<file path="config.mk">
export PLATFORM = sky130hd
export DESIGN_NAME = ddr_bank_track
export DESIGN_NICKNAME = d
export VERILOG_FILES = /design/src/rtl/ddr_wait_cnt.sv /design/src/rtl/ddr_bank_track.sv
export SDC_FILE = /design/constraint.sdc
export NUM_CORES = 1
export LEC_CHECK = 0
export ABC_AREA = 1
export ABC_CLOCK_PERIOD_IN_PS = 1290
export BUFFER_PORTS_ARGS = -buffer_cell sky130_fd_sc_hd__clkbuf_2
export CORE_ASPECT_RATIO = 0.75
export CORE_MARGIN = 2
export CORE_UTILIZATION = 40
export CTS_CLUSTER_DIAMETER = 100
export DETAILED_ROUTE_END_ITERATION = 7
export PLACE_DENSITY = 0.67
export SLEW_MARGIN = 20
export SYNTH_ARGS = -nofsm -noshare
export SYNTH_HDL_FRONTEND = slang
export SYNTH_SLANG_ARGS = --single-unit
</file>
<file path="constraint.sdc">
create_clock -name clk -period 1.29 [get_ports clk]
set_input_delay 0.129 -clock clk [delete_from_list [all_inputs] [get_ports clk]]
set_output_delay 0.129 -clock clk [all_outputs]
set_load 0.005 [all_outputs]
</file>
<file path="src/rtl/ddr_wait_cnt.sv">
module ddr_wait_cnt #(
  parameter int W = 7
) (
  input  logic         clk,
  input  logic         rst_n,
  input  logic         load,
  input  logic [W-1:0] len,
  output logic         busy
);
  logic [W-1:0] cnt;

  // Window of len cycles: the event cycle itself plus len-1 blocked cycles.
  function automatic logic [W-1:0] span(input logic [W-1:0] t);
    return (t == '0) ? '0 : t - W'(1);
  endfunction

  always_ff @(posedge clk or negedge rst_n) begin
    if (!rst_n)          cnt <= '0;
    else if (load)       cnt <= span(len);
    else if (cnt != '0)  cnt <= cnt - W'(1);
  end

  assign busy = (cnt != '0);

  p_window_drains_r13: assert property (@(posedge clk) disable iff (!rst_n)
    (!load && cnt != '0) |=> (cnt == $past(cnt) - W'(1)));

endmodule

</file>
<file path="src/rtl/ddr_bank_track.sv">
module ddr_bank_track #(
  parameter int TW = 6
) (
  input  logic          clk,
  input  logic          rst_n,
  input  logic [TW-1:0] t_rcd,
  input  logic [TW-1:0] t_rp,
  input  logic [TW-1:0] t_ras,
  input  logic [TW-1:0] t_rc,
  input  logic [TW:0]   wb_rp,
  input  logic          act_i,
  input  logic          pre_i,
  input  logic          rdap_i,
  input  logic          wrap_i,
  output logic          open_o,
  output logic          rcd_busy,
  output logic          rp_busy,
  output logic          ras_busy,
  output logic          rc_busy
);
  localparam int CW = TW + 1;

  logic          close_ev;
  logic [CW-1:0] rp_len;

  assign close_ev = pre_i | rdap_i | wrap_i;
  assign rp_len   = wrap_i ? wb_rp : {1'b0, t_rp};

  always_ff @(posedge clk or negedge rst_n) begin
    if (!rst_n)        open_o <= 1'b0;
    else if (act_i)    open_o <= 1'b1;
    else if (close_ev) open_o <= 1'b0;
  end

  ddr_wait_cnt #(.W(CW)) u_rcd (.clk(clk), .rst_n(rst_n), .load(act_i),
    .len({1'b0, t_rcd}), .busy(rcd_busy));
  ddr_wait_cnt #(.W(CW)) u_ras (.clk(clk), .rst_n(rst_n), .load(act_i),
    .len({1'b0, t_ras}), .busy(ras_busy));
  ddr_wait_cnt #(.W(CW)) u_rc  (.clk(clk), .rst_n(rst_n), .load(act_i),
    .len({1'b0, t_rc}),  .busy(rc_busy));
  ddr_wait_cnt #(.W(CW)) u_rp  (.clk(clk), .rst_n(rst_n), .load(close_ev),
    .len(rp_len),        .busy(rp_busy));

  p_no_act_and_close_r12: assert property (@(posedge clk) disable iff (!rst_n)
    !(act_i && close_ev));

endmodule

</file>
* After elaboration in Yosys (flattened, before gate mapping) *
Index checks and enable logic that the tools add are counted.

cells by class
  equality and inequality tests = 0
  shifts and indexed selects = 0
  bitwise gates (word level) = 2
  multipliers = 0
  reduce and logical (&&, ||, !) cells = 13
  add/sub/neg operators = 8
  order comparisons = 0
  multiplexer cells = 15
  div/mod/pow operators = 0

operator list
  operator                                                             number
  7-bit 2-to-1 mux                                                     13
  7-bit by 1-bit subtractor with 7-bit output (second input constant)  5
  7-bit logical NOT                                                    4
  7-bit nonzero test                                                   4
  6-bit by 1-bit subtractor with 7-bit output (second input constant)  3
  2-bit nonzero test                                                   5
  1-bit 2-to-1 mux                                                     2
  1-bit bitwise OR                                                     2

word-level totals
  ROM bits = 0
  register bits after elaboration = 29
  memories kept = 0
  output and inout port bits = 5
  input port bits = 37
  latch bits = 0
  memory bits (writable) = 0

* Depth between registers and ports, before layout *
  word-level depth = 4
  mapped depth = 11

* Modules after synthesis *
Synthesis repeated with hierarchy kept, for this count alone.

second synthesis, totals
  cells, all modules = 401
  area total of the unflattened synthesis = 2,726.4 µm²

by module, submodules not included
  module          cells an instance  instances  area each (µm²)
  ddr_wait_cnt    93                 4          639.4
  ddr_bank_track  29                 1          168.9

* Worst setup path before layout *
No wires, ideal clock.

  path kind = reg2reg
  start = reg u_ras.cnt[0]
  end = reg u_ras.cnt[3]
  library setup time = 120 ps
  stages on the path, launching flop included = 8
  arrival = 1,155 ps
  data required time = 1,170 ps
  slack = 15 ps
  path buffers = 0
  path through = dfrtp_1 inv_1 ha_1 inv_1 nor3_1 nand2_1 inv_1 nor2_1

between the ends
  cells in the longest elaborated chain, start to end = 3

ends and longest elaborated chain
  element                                      RTL line            text
  from (decl)                                  ddr_wait_cnt.sv:10  logic [W-1:0] cnt;
  from (signal assigned)                       ddr_wait_cnt.sv:19  else if (load) cnt <= span(len);
  from (signal assigned)                       ddr_wait_cnt.sv:20  else if (cnt != '0) cnt <= cnt - W'(1);
  7-bit by 1-bit subtractor with 7-bit output  ddr_wait_cnt.sv:20
  7-bit 2-to-1 mux                             ddr_wait_cnt.sv:20
  7-bit 2-to-1 mux                             ddr_wait_cnt.sv:19

Several ways; a longest one is shown, not always the timed one. The select of a mux whose other input is x is not followed.
A chain may end at the register's enable or synchronous reset.

* Worst setup path after layout *
  start = reg u_ras.cnt[1]
  end = out ras_busy

between the ends
  cells in the longest elaborated chain, start to end = 1

ends and longest elaborated chain
  element             RTL line              text
  7-bit nonzero test  ddr_wait_cnt.sv:23    assign busy = (cnt != '0);
  to (decl)           ddr_bank_track.sv:18  output logic ras_busy,

No other way between the ends.

==> flow_metrics.env <==
export IMPL_outcome="finished, violations left"
export IMPL_violations="negative setup slack"
export IMPL_dieArea_um2=6610
export IMPL_drc=0
export IMPL_rows=24
export IMPL_ys_seq_area_frac=0.304
export IMPL_worstSkewPairLatency_ns=0.28
export IMPL_leakage_uw=0.00181
export IMPL_crit_buf_inv=5
export IMPL_syn_to_final_growth_pct=49.0
export IMPL_io_buffers=41
export IMPL_synth_warnings=0
export IMPL_routedWlPerCell_um=12.0
export IMPL_grt_max_degree=30
export IMPL_cp_max_fo=3
export IMPL_ant_nets=0
export IMPL_synth_common_cells="nand2_1, inv_1, nor2_1, a21oi_1, dfrtp_1"
export IMPL_power_frac_comb=0.457
export IMPL_first_iter_violations=117
export IMPL_grt_use_total=0.187
export IMPL_hold_viol=0
export IMPL_crit_slowest_cell="dfrtp_1"
export IMPL_grt_pass1_wl_um=9990
export IMPL_io_pins=42
export IMPL_p_int_uw=2280
export IMPL_synth_flop_cell="dfrtp_1"
export IMPL_switching_power_uw=1320
export IMPL_synth_edf_count=0
export IMPL_gr_total_overflow=0
export IMPL_yosysTopAreaCell="dfrtp_1"
export IMPL_drive_gt1_frac=0.393
export IMPL_hpwl_um=4260
export IMPL_antenna_found_initial=0
export IMPL_finalNonFillerCells=541
export IMPL_cts_tree="yes"
export IMPL_cts_clk_slew_worst_paths_ns=0.06
export IMPL_cts_buffers=5
export IMPL_finalCritPeriodShare=1.23
export IMPL_peakVddDrop_uv=659
export IMPL_syn_inst=363
export IMPL_yosysMostFrequentCell="nand2_1"
export IMPL_finalSetupViolations=31
export IMPL_synth_top_area_frac=0.304
export IMPL_die_y_um=70.9
export IMPL_nFillCells=505
export IMPL_start_util=0.412
export IMPL_worstSetupPathType="reg2out"
export IMPL_grt_setup_unrepaired="yes"
export IMPL_worstPathRequired_ns=1.16
export IMPL_routed_wirelength_um=6470
export IMPL_num_vias=2626
export IMPL_critPathMostFrequentCell="inv_2"
export IMPL_p_seq_frac=0.328
export IMPL_numClockSinks=29
export IMPL_path_cells="inv_2 -> ha_4 -> inv_2 -> nor3_4 -> buf_4 -> inv_2 -> clkbuf_2"
export IMPL_fmax_mhz=630
export IMPL_ys_ff_latch=29
export IMPL_drt_pre_antenna_iters=4
export IMPL_syn_cell_area_um2=2390
export IMPL_timing_final_max_slew_violations=0
export IMPL_nNetsFinal=516
export IMPL_fin_worst_skew_ns=0.00479
export IMPL_diodes=0
export IMPL_period_needed_ns=1.59
export IMPL_cp_start_kind="flop"
export IMPL_critPathTopFamily="buffers and inverters"
export IMPL_clkPwrFrac=0.215
export IMPL_place_gp_congestion=0.851
export IMPL_tightest_slew_ns=0.525
export IMPL_yosys_top_cells_area="dfrtp_1, nand2_1, inv_1"
export IMPL_synthArstFlopShare=1.00
export IMPL_max_stage_delay_ns=0.40
export IMPL_vias_per_cell=4.85
export IMPL_core_area_um2=5800
export IMPL_grt_pass1_vias=2383
export IMPL_arrival_ns=1.46
export IMPL_clock_root_buffer="clkbuf_8"
export IMPL_clock_path_buffers=2
export IMPL_syn_nets=416
export IMPL_die_w_um=93.2
export IMPL_avgSynthCellArea_um2=6.58
export IMPL_slew_headroom=0.650
export IMPL_max_cap_viol_count=0
export IMPL_hold_class="in2reg"
export IMPL_p_per_area_nw_per_um2=1010
export IMPL_swShare=0.367
export IMPL_timing_final_ws_setup_ns=-0.297
export IMPL_worst_setup_path_end_kind="output pin"
export IMPL_cts_max_level=2
export IMPL_holdWs_ns=0.157
export IMPL_synth_cell_type_count=26
export IMPL_post_place_cells=507
cell type report:
class | count | area, um^2 | area share
clock buffers | 7 | 86.3 | 0.0243
well taps | 78 | 97.6 | 0.0274
inverters | 65 | 251 | 0.0707
repair buffers | 98 | 693 | 0.195
flip-flops and latches | 29 | 726 | 0.204
multi-input cells | 264 | 1700 | 0.479
metrics by stage:
step            util  worst slack (ns)  instance area (um^2)  total power, uW  setup TNS [ns]
2_1_floorplan      -            0.0145                  2390             1800               0
3_3_place_gp   0.500           -0.0679                  2900             2180          -0.647
3_5_place_dp   0.500            -0.124                  2900             2210           -1.83
4_1_cts        0.562            -0.226                  3250             3220           -1.07
5_1_grt        0.614            -0.329                  3560             3840           -4.46
6_report       0.614            -0.297                  3560             3600           -2.32
repair_timing:
item | CTS | global route
pin swaps | 15 | 27
gates resized for setup | 52 | 61
setup endpoints to repair | 28 | 32
hold endpoints to repair | 29 | 0
buffers inserted | 17 | 14
hold buffers | 1 | 0
cells in the final DEF, fill, tap and decap left out, types with 7 or more instances in the layout:
master and instances:
ha_4 8, inv_1 45, o21ai_0 10, dfrtp_1 29, nand3_1 16, nor2_1 44
nand4_1 7, nand2_2 7, inv_2 17, a21oi_1 21, buf_4 43, ha_1 8
o21ai_1 11, nand2_1 66, buf_6 12, clkbuf_2 41, xor2_1 10, nor2_4 8
a21oi_2 12
final timing paths:
check                                    startpoint                  endpoint  slack, ns  depth (start not counted)
setup / recovery           u_ras.cnt[1]$_DFFE_PN0P_                  ras_busy      -0.30                          7
hold / removal                             t_ras[5]  u_ras.cnt[5]$_DFFE_PN0P_       0.16                          4
setup reg to reg            u_rc.cnt[0]$_DFFE_PN0P_   u_rc.cnt[6]$_DFFE_PN0P_      -0.16                          9
hold reg to reg                  open_o$_DFFE_PN0P_        open_o$_DFFE_PN0P_       0.56                          2
max in group asynchronous                     rst_n  u_rcd.cnt[3]$_DFFE_PN0P_       0.63                          3
min in group asynchronous                     rst_n   u_rc.cnt[4]$_DFFE_PN0P_       0.38                          3
registers in the layout, summed over array words and instances, names as in the netlist:
| name | cells |
|---|---|
| open_o | 1 |
| u_ras.cnt | 7 |
| u_rc.cnt | 7 |
| u_rcd.cnt | 7 |
| u_rp.cnt | 7 |
logic make-up (layout without fill, tap and decap cells):
| kind of cell | after synthesis | in the layout | synth area share |
|---|---|---|---|
| AOI/OAI and AO/OA | 65 | 65 | 0.144 |
| DFF | 29 | 29 | 0.304 |
| and+or+nand+nor | 170 | 170 | 0.305 |
| xor gates and xnor gates | 13 | 13 | 0.0477 |
| buffers and inverters | 70 | 170 | 0.116 |
| adders and majority gates | 16 | 16 | 0.0839 |
worst register-to-register path: stages (launching register included):
cell	delay, ns
dfrtp_1	0.36
inv_2	0.06
buf_4	0.13
buf_4	0.14
ha_4	0.16
inv_1	0.10
nor2_1	0.07
a21oi_1	0.13
o21ai_0	0.09
a21oi_1	0.14
routing by layer:
metal,global-route usage,vias to the layer above,part of all wire,wire length [um]
li1,-,1352,-,-
met1,0.248,1218,0.45,2910
met2,0.304,46,0.50,3250
met3,0.0319,10,0.032,204
met4,0.0784,0,0.018,114
met5,0,-,0,0
power groups by stage:
stage	clock network (uW)	logic, uW	registers, uW
6_report	775	1640	1180
3_3_place_gp	0	1010	1170
3_5_place_dp	0	1030	1170
4_1_cts	792	1270	1160
2_1_floorplan	0	641	1160
5_1_grt	830	1810	1190
No activity file was read; power rests on OpenSTA's default activity.
